$ cat src/rtl/ifq_pkg.sv
`timescale 1ns/1ps
package ifq_pkg;
  // Who currently owns the shared memory port.
  typedef enum logic [1:0] {
    BUS_IDLE  = 2'd0,
    BUS_FETCH = 2'd1,
    BUS_DATA  = 2'd2
  } bus_owner_e;
endpackage

$ cat src/rtl/ifq_ptr.sv
`timescale 1ns/1ps
// Code segment / instruction offset pair and physical address former.
module ifq_ptr #(
  parameter int SEG_W  = 16,
  parameter int OFF_W  = 16,
  parameter int ADDR_W = 20,
  parameter int SHIFT  = 4
) (
  input  logic              clk,
  input  logic              rst,
  input  logic              load_i,
  input  logic [SEG_W-1:0]  seg_i,
  input  logic [OFF_W-1:0]  off_i,
  input  logic              step_i,
  output logic [ADDR_W-1:0] fetch_addr_o
);
  logic [SEG_W-1:0]  seg_q;
  logic [OFF_W-1:0]  off_q;
  logic [ADDR_W-1:0] base_w;

  always_ff @(posedge clk) begin
    if (rst) begin
      seg_q <= '0;
      off_q <= '0;
    end else if (load_i) begin
      seg_q <= seg_i;
      off_q <= off_i;
    end else if (step_i) begin
      off_q <= off_q + 1'b1;  // wraps inside the segment
    end
  end

  assign base_w       = ADDR_W'(seg_q) << SHIFT;
  assign fetch_addr_o = base_w + ADDR_W'(off_q);
endmodule

$ cat src/rtl/ifq_store.sv
`timescale 1ns/1ps
// Circular byte queue; storage array has no reset so it maps onto RAM.
module ifq_store #(
  parameter int DATA_W = 8,
  parameter int DEPTH  = 6,
  localparam int PTR_W = (DEPTH > 1) ? $clog2(DEPTH) : 1,
  localparam int CNT_W = $clog2(DEPTH + 1)
) (
  input  logic              clk,
  input  logic              rst,
  input  logic              clr_i,
  input  logic              push_i,
  input  logic [DATA_W-1:0] din_i,
  input  logic              rdy_i,
  output logic              valid_o,
  output logic [DATA_W-1:0] dout_o,
  output logic [CNT_W-1:0]  count_o
);
  logic [DATA_W-1:0] ram [DEPTH];
  logic [PTR_W-1:0]  wr_q, rd_q;
  logic [CNT_W-1:0]  cnt_q;
  logic              pop_w, put_w;

  function automatic logic [PTR_W-1:0] bump(input logic [PTR_W-1:0] p);
    return (p == PTR_W'(DEPTH - 1)) ? '0 : p + 1'b1;
  endfunction

  assign put_w = push_i && !clr_i;
  assign pop_w = valid_o && rdy_i && !clr_i;

  always_ff @(posedge clk) begin
    if (put_w) ram[wr_q] <= din_i;
  end

  always_ff @(posedge clk) begin
    if (rst || clr_i) begin
      wr_q  <= '0;
      rd_q  <= '0;
      cnt_q <= '0;
    end else begin
      if (put_w) wr_q <= bump(wr_q);
      if (pop_w) rd_q <= bump(rd_q);
      case ({put_w, pop_w})
        2'b10:   cnt_q <= cnt_q + 1'b1;
        2'b01:   cnt_q <= cnt_q - 1'b1;
        default: cnt_q <= cnt_q;
      endcase
    end
  end

  assign valid_o = (cnt_q != '0);
  assign dout_o  = ram[rd_q];
  assign count_o = cnt_q;
endmodule

$ cat src/rtl/ifq_busarb.sv
`timescale 1ns/1ps
// Memory port owner: data transfers first, fetches in the background.
module ifq_busarb
  import ifq_pkg::*;
#(
  parameter int ADDR_W = 20,
  parameter int DATA_W = 8
) (
  input  logic              clk,
  input  logic              rst,
  input  logic              flush_i,
  input  logic              room_i,
  input  logic [ADDR_W-1:0] fetch_addr_i,
  input  logic              dreq_valid_i,
  input  logic              dreq_write_i,
  input  logic              dreq_io_i,
  input  logic [ADDR_W-1:0] dreq_addr_i,
  input  logic [DATA_W-1:0] dreq_wdata_i,
  input  logic              mem_ack_i,
  output logic              mem_req_o,
  output logic [ADDR_W-1:0] mem_addr_o,
  output logic              mem_we_o,
  output logic              mem_io_o,
  output logic [DATA_W-1:0] mem_wdata_o,
  output logic              fetch_issue_o,
  output logic              fetch_land_o,
  output logic              data_done_o
);
  bus_owner_e own_q, own_d;
  logic       drop_q;
  logic       ack_fetch, ack_data, bus_free, take_data, take_fetch;

  always_comb begin
    ack_fetch  = mem_ack_i && (own_q == BUS_FETCH);
    ack_data   = mem_ack_i && (own_q == BUS_DATA);
    bus_free   = (own_q == BUS_IDLE) || mem_ack_i;
    // a request still shown during its own acknowledge is the one finishing
    take_data  = bus_free && dreq_valid_i && (own_q != BUS_DATA);
    take_fetch = bus_free && !take_data && room_i && !flush_i;
    own_d      = own_q;
    if (bus_free) begin
      if (take_data)       own_d = BUS_DATA;
      else if (take_fetch) own_d = BUS_FETCH;
      else                 own_d = BUS_IDLE;
    end
  end

  always_ff @(posedge clk) begin
    if (rst) begin
      own_q       <= BUS_IDLE;
      mem_req_o   <= 1'b0;
      mem_addr_o  <= '0;
      mem_we_o    <= 1'b0;
      mem_io_o    <= 1'b0;
      mem_wdata_o <= '0;
      drop_q      <= 1'b0;
    end else begin
      own_q     <= own_d;
      mem_req_o <= (own_d != BUS_IDLE);
      if (take_data) begin
        mem_addr_o  <= dreq_addr_i;
        mem_we_o    <= dreq_write_i;
        mem_io_o    <= dreq_io_i;
        mem_wdata_o <= dreq_wdata_i;
      end else if (take_fetch) begin
        mem_addr_o  <= fetch_addr_i;
        mem_we_o    <= 1'b0;
        mem_io_o    <= 1'b0;
        mem_wdata_o <= '0;
      end
      if (ack_fetch)                            drop_q <= 1'b0;
      else if (flush_i && own_q == BUS_FETCH)   drop_q <= 1'b1;
    end
  end

  assign fetch_issue_o = take_fetch;
  assign fetch_land_o  = ack_fetch && !drop_q && !flush_i;
  assign data_done_o   = ack_data;
endmodule

$ cat src/rtl/ifq_prefetch.sv
`timescale 1ns/1ps
module ifq_prefetch #(
  parameter int SEG_W  = 16,
  parameter int OFF_W  = 16,
  parameter int ADDR_W = 20,
  parameter int SHIFT  = 4,
  parameter int DATA_W = 8,
  parameter int DEPTH  = 6,
  localparam int CNT_W = $clog2(DEPTH + 1)
) (
  input  logic              clk,
  input  logic              rst,
  input  logic              flush_i,
  input  logic [SEG_W-1:0]  flush_seg_i,
  input  logic [OFF_W-1:0]  flush_off_i,
  output logic              out_valid_o,
  output logic [DATA_W-1:0] out_byte_o,
  input  logic              out_ready_i,
  input  logic              dreq_valid_i,
  input  logic              dreq_write_i,
  input  logic              dreq_io_i,
  input  logic [ADDR_W-1:0] dreq_addr_i,
  input  logic [DATA_W-1:0] dreq_wdata_i,
  output logic              dreq_done_o,
  output logic [DATA_W-1:0] dreq_rdata_o,
  output logic              mem_req_o,
  output logic [ADDR_W-1:0] mem_addr_o,
  output logic              mem_we_o,
  output logic              mem_io_o,
  output logic [DATA_W-1:0] mem_wdata_o,
  input  logic              mem_ack_i,
  input  logic [DATA_W-1:0] mem_rdata_i
);
  logic [ADDR_W-1:0] fetch_addr;
  logic              fetch_issue, fetch_land, room;
  logic [CNT_W-1:0]  q_count;
  logic [CNT_W:0]    occ_nx;
  logic              pop_w;

  // occupancy after this edge decides whether another fetch fits
  assign pop_w  = out_valid_o && out_ready_i && !flush_i;
  assign occ_nx = {1'b0, q_count} + (CNT_W+1)'(fetch_land) - (CNT_W+1)'(pop_w);
  assign room   = occ_nx < (CNT_W+1)'(DEPTH);

  ifq_ptr #(
    .SEG_W(SEG_W), .OFF_W(OFF_W), .ADDR_W(ADDR_W), .SHIFT(SHIFT)
  ) u_ptr (
    .clk          (clk),
    .rst          (rst),
    .load_i       (flush_i),
    .seg_i        (flush_seg_i),
    .off_i        (flush_off_i),
    .step_i       (fetch_issue),
    .fetch_addr_o (fetch_addr)
  );

  ifq_busarb #(
    .ADDR_W(ADDR_W), .DATA_W(DATA_W)
  ) u_arb (
    .clk           (clk),
    .rst           (rst),
    .flush_i       (flush_i),
    .room_i        (room),
    .fetch_addr_i  (fetch_addr),
    .dreq_valid_i  (dreq_valid_i),
    .dreq_write_i  (dreq_write_i),
    .dreq_io_i     (dreq_io_i),
    .dreq_addr_i   (dreq_addr_i),
    .dreq_wdata_i  (dreq_wdata_i),
    .mem_ack_i     (mem_ack_i),
    .mem_req_o     (mem_req_o),
    .mem_addr_o    (mem_addr_o),
    .mem_we_o      (mem_we_o),
    .mem_io_o      (mem_io_o),
    .mem_wdata_o   (mem_wdata_o),
    .fetch_issue_o (fetch_issue),
    .fetch_land_o  (fetch_land),
    .data_done_o   (dreq_done_o)
  );

  ifq_store #(
    .DATA_W(DATA_W), .DEPTH(DEPTH)
  ) u_store (
    .clk     (clk),
    .rst     (rst),
    .clr_i   (flush_i),
    .push_i  (fetch_land),
    .din_i   (mem_rdata_i),
    .rdy_i   (out_ready_i),
    .valid_o (out_valid_o),
    .dout_o  (out_byte_o),
    .count_o (q_count)
  );

  assign dreq_rdata_o = mem_rdata_i;
endmodule

$ cat config.mk
export PLATFORM = sky130hd
export DESIGN_NAME = ifq_prefetch
export DESIGN_NICKNAME = d
export VERILOG_FILES = /design/src/rtl/ifq_pkg.sv /design/src/rtl/ifq_ptr.sv /design/src/rtl/ifq_store.sv /design/src/rtl/ifq_busarb.sv /design/src/rtl/ifq_prefetch.sv
export SDC_FILE = /design/constraint.sdc
export NUM_CORES = 1
export LEC_CHECK = 0
export BUFFER_PORTS_ARGS = -buffer_cell sky130_fd_sc_hd__buf_4
export CAP_MARGIN = 20
export CORE_AREA = 2 2 136 138
export DETAILED_ROUTE_END_ITERATION = 8
export DIE_AREA = 0 0 138 140
export GPL_TIMING_DRIVEN = 0
export SLEW_MARGIN = 20
export SYNTH_ARGS = -nofsm -noshare
export SYNTH_HDL_FRONTEND = slang
export SYNTH_HIERARCHICAL = 1
export SYNTH_SLANG_ARGS = --single-unit
export TNS_END_PERCENT = 10
$ cat constraint.sdc
create_clock -name clk -period 3.81 [get_ports clk]
set_input_delay 0.1905 -clock clk [delete_from_list [all_inputs] [get_ports clk]]
set_output_delay 0.1905 -clock clk [all_outputs]
set_load 0.005 [all_outputs]
==> results of run 1 <==
==> registers in the layout (all words and copies together) (netlist names), 2 cells and up, named ones only <==
| name | count |
|---|---|
| u_store/ram | 48 |
| u_arb/mem_addr_o | 20 |
| u_ptr/off_q | 16 |
| u_ptr/seg_q | 16 |
| u_arb/mem_wdata_o | 8 |
| u_store/count_o | 3 |
| u_store/rd_q | 3 |
| u_store/wr_q | 3 |
| u_arb/own_q | 2 |
==> through the flow <==
step,util,TNS (ns),area (um^2),std cells,total power [mW]
after floorplan,-,0,6310,588,1.794
after global placement,0.4234,-3.157,7527,941,1.993
after detailed placement,0.4239,-5.477,7537,941,2.004
after CTS,0.4640,0,8249,983,3.622
after global routing,0.4670,0,8303,989,3.751
final,0.4670,0,8303,989,3.586
==> report_power, final <==
| group | switching, mW | total, mW | internal [mW] |
|---|---|---|---|
| Sequential | 0.0467 | 1.50 | 1.46 |
| Combinational | 0.243 | 0.486 | 0.243 |
| Clock | 0.583 | 1.60 | 1.01 |
| Total | 0.873 | 3.59 | 2.71 |
==> synth_stat cells (5+ instances only) <==
| cell type | count | area (um^2) |
|---|---|---|
| dfxtp_1 | 78 | 1562 |
| nor2_1 | 55 | 206.5 |
| nand2_1 | 51 | 191.4 |
| edfxtp_1 | 48 | 1441 |
| a21oi_1 | 39 | 195.2 |
| inv_1 | 35 | 131.4 |
| a221oi_2 | 20 | 300.3 |
| mux2i_1 | 19 | 190.2 |
| o21ai_0 | 18 | 90.09 |
| ha_1 | 17 | 212.7 |
| xor2_1 | 17 | 148.9 |
| a211oi_1 | 16 | 120.1 |
| buf_4 | 14 | 105.1 |
| clkbuf_1 | 14 | 52.55 |
| xnor2_1 | 14 | 122.6 |
| a211oi_2 | 10 | 125.1 |
| nand3_1 | 10 | 50.05 |
| mux4_2 | 8 | 180.2 |
| mux2_2 | 7 | 78.83 |
| o21a_1 | 7 | 52.55 |
| mux2_4 | 6 | 90.09 |
| nor3_1 | 6 | 30.03 |
| buf_1 | 5 | 18.77 |
| buf_2 | 5 | 25.02 |
| nand2b_1 | 5 | 31.28 |
| nand4_1 | 5 | 31.28 |
==> cell families (layout without fill, tap and decap cells) <==
group | count (synthesis) | in the layout | synth area share
flip-flops | 126 | 126 | 0.4759
XOR/XNOR | 31 | 31 | 0.04303
AND/OR/NAND/NOR | 159 | 159 | 0.1184
multiplexers | 44 | 44 | 0.09260
adder cells (fa/ha/maj) | 20 | 20 | 0.04323
AO/OA/AOI/OAI | 130 | 130 | 0.1648
buffers and inverters | 78 | 250 | 0.06207
==> how the worst min path moves through the flow <==
stage | slack (ns) | to | startpoint | depth (start not counted)
after floorplan | 0.29 | u_arb/drop_q | mem_ack_i | 1
final | 0.02 | u_store/ram[1][7] | mem_rdata_i[7] | 1
after global placement | 0.41 | u_arb/drop_q | mem_ack_i | 2
after CTS | 0.0004 | u_store/ram[2][5] | mem_rdata_i[5] | 1
after global routing | 0.0009 | u_store/ram[1][7] | mem_rdata_i[7] | 1
after detailed placement | 0.42 | u_store/ram[2][1] | mem_rdata_i[1] | 1
==> per-layer routing <==
layer  share of wire  vias to the layer above  global-route usage
met2            0.49                      128              0.2788
li1                -                     2427                   -
met3           0.056                       15             0.04752
met5               0                        -                   0
met1            0.44                     2355              0.2033
met4           0.013                        0             0.05478
==> layout make-up <==
class,count,area (um^2)
plain buffers,43,260.3
clock buffers,18,429.2
clock inverters,14,151.4
fillers,1662,9477
inverters,35,131.4
multi-input cells,384,2965
flip-flops and latches,126,3003
well taps,229,286.5
repair buffers,140,1076
==> repair_timing <==
action | 4_1_cts | 5_1_grt
endpoints found under the setup margin | 14 | 9
endpoints found under the hold margin | 31 | 0
pin swaps | 0 | 2
gates cloned | 0 | 0
resized for setup | 7 | 2
buffers inserted | 0 | 6
hold buffers | 10 | 0
==> critical path, stage by stage (launching register included) <==
cell and delay, ns:
dfxtp_1 0.37, nor3_4 0.23, inv_1 0.08, nand2_1 0.08
nor2_1 0.04, ha_1 0.28, nor2b_1 0.15, fa_1 0.44
nand2_1 0.08, and3b_1 0.14, nor2b_2 0.22, nor2b_4 0.24
nand3_1 0.15, nor2_4 0.22, nand2_1 0.10, or3_1 0.35
a311oi_1 0.26
==> results.py, run 1 <==
metrics = {
    "run_status": {
        "outcome": "complete, no violations",
    },
    "global_routing": {
        "grtUsageTotal": 0.1649,
        "antenna_found_initial": 0,
        "overflow": 0,
        "grt_max_degree": 17,
        "grt_pass1_wl_um": 25210,
        "grt_pass1_vias": 5056,
    },
    "placement": {
        "post-place-ws_ns": -0.7183,
        "gp_congestion": 0.8590,
        "dp_hpwl_um": 11830,
        "io_buffers": 124,
    },
    "synthesis": {
        "async_flop_share": 0,
        "ys_warn_count": 6,
        "synthCells": 588,
        "synth_seq_area_share": 0.4759,
        "synthDistinctLibCells": 60,
        "ys.flop_type": "dfxtp_1",
        "syn_avg_cell_area_um2": 10.73,
        "synth_fp_nets": 684,
        "ys_ff_latch": 126,
        "synth_edf_count": 48,
        "synth_area_mm2": 0.006310,
    },
    "floorplanning": {
        "rows": 49,
        "die_area_mm2": 0.01932,
        "start_util": 0.3549,
        "coreArea_mm2": 0.01778,
        "die_y_um": 140,
        "io_pins": 125,
        "die_w_um": 138,
    },
    "detailed_routing": {
        "routed_via_density": 4.980,
        "postRouteAntennaNets": 0,
        "wl_per_cell_um": 16.11,
        "drt-pass1-iter-count": 4,
        "drcViolationCount": 0,
        "wirelength_um": 15940,
        "detail_route.iter0.violations": 223,
        "vias": 4925,
    },
    "clocking": {
        "clkTransAtPathRegs_ns": 0.06,
        "tritoncts": "built",
        "cts_buffer_depth": 2,
        "cts_num_sinks": 126,
        "clk_latency_ns": 0.41,
        "cts-root-buf": "clkbuf_16",
        "cts_inserted_buffers": 17,
        "htreeDepth": 4,
    },
    "sta": {
        "maxSlewViolCount": 0,
        "finClkSkew_ns": 0.005888,
        "fin_ws_ns": 0.2744,
        "setup_viol_count_final": 0,
        "fin_crit_ns": 3.536,
        "fmax_mhz": 282.8,
        "worst_pin_slew_ns": 0.8814,
        "hold_ws_ns": 0.01608,
        "rsz0062_at_grt": "false",
        "period_share": 0.9280,
        "maxSlewHeadroom": 0.4103,
        "final-hold-violation-count": 0,
    },
    "critical_path": {
        "critPathCapture": "u_ptr/off_q[15]",
        "timing.reg2reg.setup_slack_ns": 0.27,
        "crit_fanout": 6,
        "cp-startpoint": "u_store/count_o[1]",
        "worstSetupStartpointType": "register",
        "cp-end-kind": "register",
        "ff2ff_path_depth": 16,
        "r2r_start": "u_store/count_o[1]",
        "r2r_end": "u_ptr/off_q[15]",
        "cp.arrival_ns": 3.86,
        "required_ns": 4.13,
        "path_class": "register to register",
    },
    "layout": {
        "antenna_cells": 0,
        "fin_nets": 843,
        "drive_gt1_frac": 0.3276,
        "final_common_cell": "buf_4",
        "layout_common_cells": "buf_4 (144), dfxtp_1 (78), nor2_1 (54), nand2_1 (51), edfxtp_1 (48)",
        "syn_to_final_growth_pct": 31.59,
    },
    "run": {
        "max-cap-violations": 0,
    },
    "pwr": {
        "power_density_mw_per_mm2": 431.9,
        "ir_drop_v": 0.0003493,
        "p_leak_nw": 3.321,
    },
    "hold_path": {
        "hold_path.class": "primary input to register",
    },
}
Power figures use the tool's default switching activity.
==> run 2: changes to the inputs <==
--- a/config.mk
+++ b/config.mk
@@ -11,6 +11,7 @@
 export DETAILED_ROUTE_END_ITERATION = 8
 export DIE_AREA = 0 0 138 140
 export GPL_TIMING_DRIVEN = 0
+export PLACE_DENSITY = 0.63
 export SLEW_MARGIN = 20
 export SYNTH_ARGS = -nofsm -noshare
 export SYNTH_HDL_FRONTEND = slang
==> results.py, run 2 (same netlist as run 1, synthesis figures left out) <==
metrics = {
    "run_status": {
        "outcome": "complete, no violations",
    },
    "floorplanning": {
        "io_pins": 125,
        "coreArea_mm2": 0.01778,
        "die_y_um": 140,
        "start_util": 0.3549,
        "rows": 49,
        "die_area_mm2": 0.01932,
        "die_w_um": 138,
    },
    "layout": {
        "postLayoutCellArea_mm2": 0.008315,
        "antenna_cells": 0,
        "syn_to_final_growth_pct": 31.79,
        "regMostFlops": "u_store/ram",
        "fin_nets": 846,
        "layout_common_cells": "buf_4 (142), dfxtp_1 (78), nor2_1 (54), nand2_1 (51), edfxtp_1 (48)",
        "fin_util": 0.4677,
        "final_common_cell": "buf_4",
        "instances_no_fill": 992,
        "top_regs": "u_store/ram x48, u_arb/mem_addr_o x20",
        "largest_reg_flops": 48,
        "drive_gt1_frac": 0.3263,
    },
    "sta": {
        "maxSlewHeadroom": 0.3720,
        "finClkSkew_ns": 0.009413,
        "setup_viol_count_final": 0,
        "fin_ws_ns": 0.3179,
        "final-hold-violation-count": 0,
        "period_share": 0.9166,
        "fmax_mhz": 286.4,
        "rsz0062_at_grt": "false",
        "worst_pin_slew_ns": 0.9386,
        "hold_ws_ns": 0.009822,
        "tns_ns": 0,
        "fin_crit_ns": 3.492,
        "maxSlewViolCount": 0,
    },
    "global_routing": {
        "antenna_found_initial": 0,
        "overflow": 0,
        "grt_max_degree": 17,
        "grtUsageTotal": 0.1584,
        "grt_pass1_vias": 4745,
        "grt_pass1_wl_um": 24030,
    },
    "clocking": {
        "cts_inserted_buffers": 17,
        "cts-root-buf": "clkbuf_16",
        "clk_latency_ns": 0.42,
        "tritoncts": "built",
        "clkTransAtPathRegs_ns": 0.06,
        "cts_buffer_depth": 2,
        "htreeDepth": 4,
        "cts_num_sinks": 126,
    },
    "critical_path": {
        "crit_fanout": 8,
        "worstSetupStartpointType": "register",
        "ff2ff_path_depth": 14,
        "path_cells": "nor2b_1 -> nand2_1 -> nor3_4 -> nor2b_1 -> fa_1 -> nand2_1 -> and3b_1 -> nor2b_2 -> nor2b_4 -> nand3_1 -> nor2_4 -> nand2_1 -> or3_1 -> a311oi_1",
        "r2r_end": "u_ptr/off_q[15]",
        "required_ns": 4.12,
        "cp-end-kind": "register",
        "slowest_stage": "fa_1",
        "timing.reg2reg.setup_slack_ns": 0.32,
        "path_class": "register to register",
        "worst_path_largest_cell_delay_ns": 0.43,
        "r2r_start": "u_arb/own_q[0]",
        "crit_top_cell": "nand2_1",
        "cp.arrival_ns": 3.81,
    },
    "detailed_routing": {
        "detail_route.iter0.violations": 253,
        "routed_via_density": 4.875,
        "vias": 4836,
        "drcViolationCount": 0,
        "wirelength_um": 15320,
        "postRouteAntennaNets": 0,
        "wl_per_cell_um": 15.44,
        "drt-pass1-iter-count": 4,
    },
    "hold_path": {
        "worstHoldPathCells": 3,
        "hold_path.class": "primary input to register",
        "holdPathEnd": "u_ptr/seg_q[4]",
        "worstHoldStart": "flush_seg_i[4]",
    },
    "pwr": {
        "p_total_mw": 3.477,
        "power_density_mw_per_mm2": 418.1,
        "p_leak_nw": 3.313,
        "ir_drop_v": 0.0002815,
    },
    "placement": {
        "post-place-cells": 941,
        "gp_congestion": 0.7924,
        "placed_area_mm2": 0.007537,
        "post-place-ws_ns": -0.6522,
        "io_buffers": 124,
        "dp_hpwl_um": 11120,
    },
    "run": {
        "max-cap-violations": 0,
    },
}
-- run 2: what timing repair did --
item / in CTS / in global routing
endpoints found under the setup margin: 12 / 4
setup buffers: 0 / 4
cloned: 0 / 0
gates resized for setup: 8 / 1
pin swaps: 0 / 1
hold buffers: 15 / 0
hold endpoints to repair: 51 / 0
-- run 2: critical path: cells and delay by family, from the launching register on --
family / cells / cell delay (ns)
flops: 1 / 0.38
compound gates: 1 / 0.30
simple gates: 12 / 2.28
fa+ha+maj: 1 / 0.43
-- run 2: worst max-delay path by stage --
stage | from | endpoint | slack, ns | cells after the start
CTS | u_store/count_o[0] | u_ptr/off_q[15] | 0.11 | 16
finish | u_arb/own_q[0] | u_ptr/off_q[15] | 0.32 | 14
global route | u_arb/own_q[0] | u_ptr/off_q[15] | 0.03 | 14
global placement | u_store/count_o[0] | u_ptr/off_q[15] | -0.62 | 17
floorplan | u_store/count_o[0] | u_ptr/off_q[15] | 0.07 | 17
detailed placement | u_store/count_o[0] | u_ptr/off_q[15] | -0.65 | 16
-- run 2: cell type report --
cell class / count / area, um^2
fill: 1714 / 9464
sequential: 126 / 3003
multi-input combinational: 384 / 2965
timing repair buffer: 143 / 1111
clock buffer: 21 / 471.7
tap: 229 / 286.5
buffer: 43 / 260.3
inverter: 35 / 131.4
clock inverter: 11 / 86.33
-- run 2: where the power goes --
| part | switching [mW] | total (mW) | internal (mW) |
|---|---|---|---|
| Clock | 0.598 | 1.49 | 0.890 |
| Sequential | 0.0485 | 1.50 | 1.46 |
| Combinational | 0.240 | 0.486 | 0.245 |
-- run 2: metal layers --
| layer | GRT usage | vias up | share of wire |
|---|---|---|---|
| met5 | 0 | - | 0 |
| met4 | 0.04887 | 0 | 0.012 |
| met3 | 0.04684 | 14 | 0.059 |
| met2 | 0.2579 | 129 | 0.47 |
| met1 | 0.2043 | 2264 | 0.46 |
| li1 | - | 2429 | - |
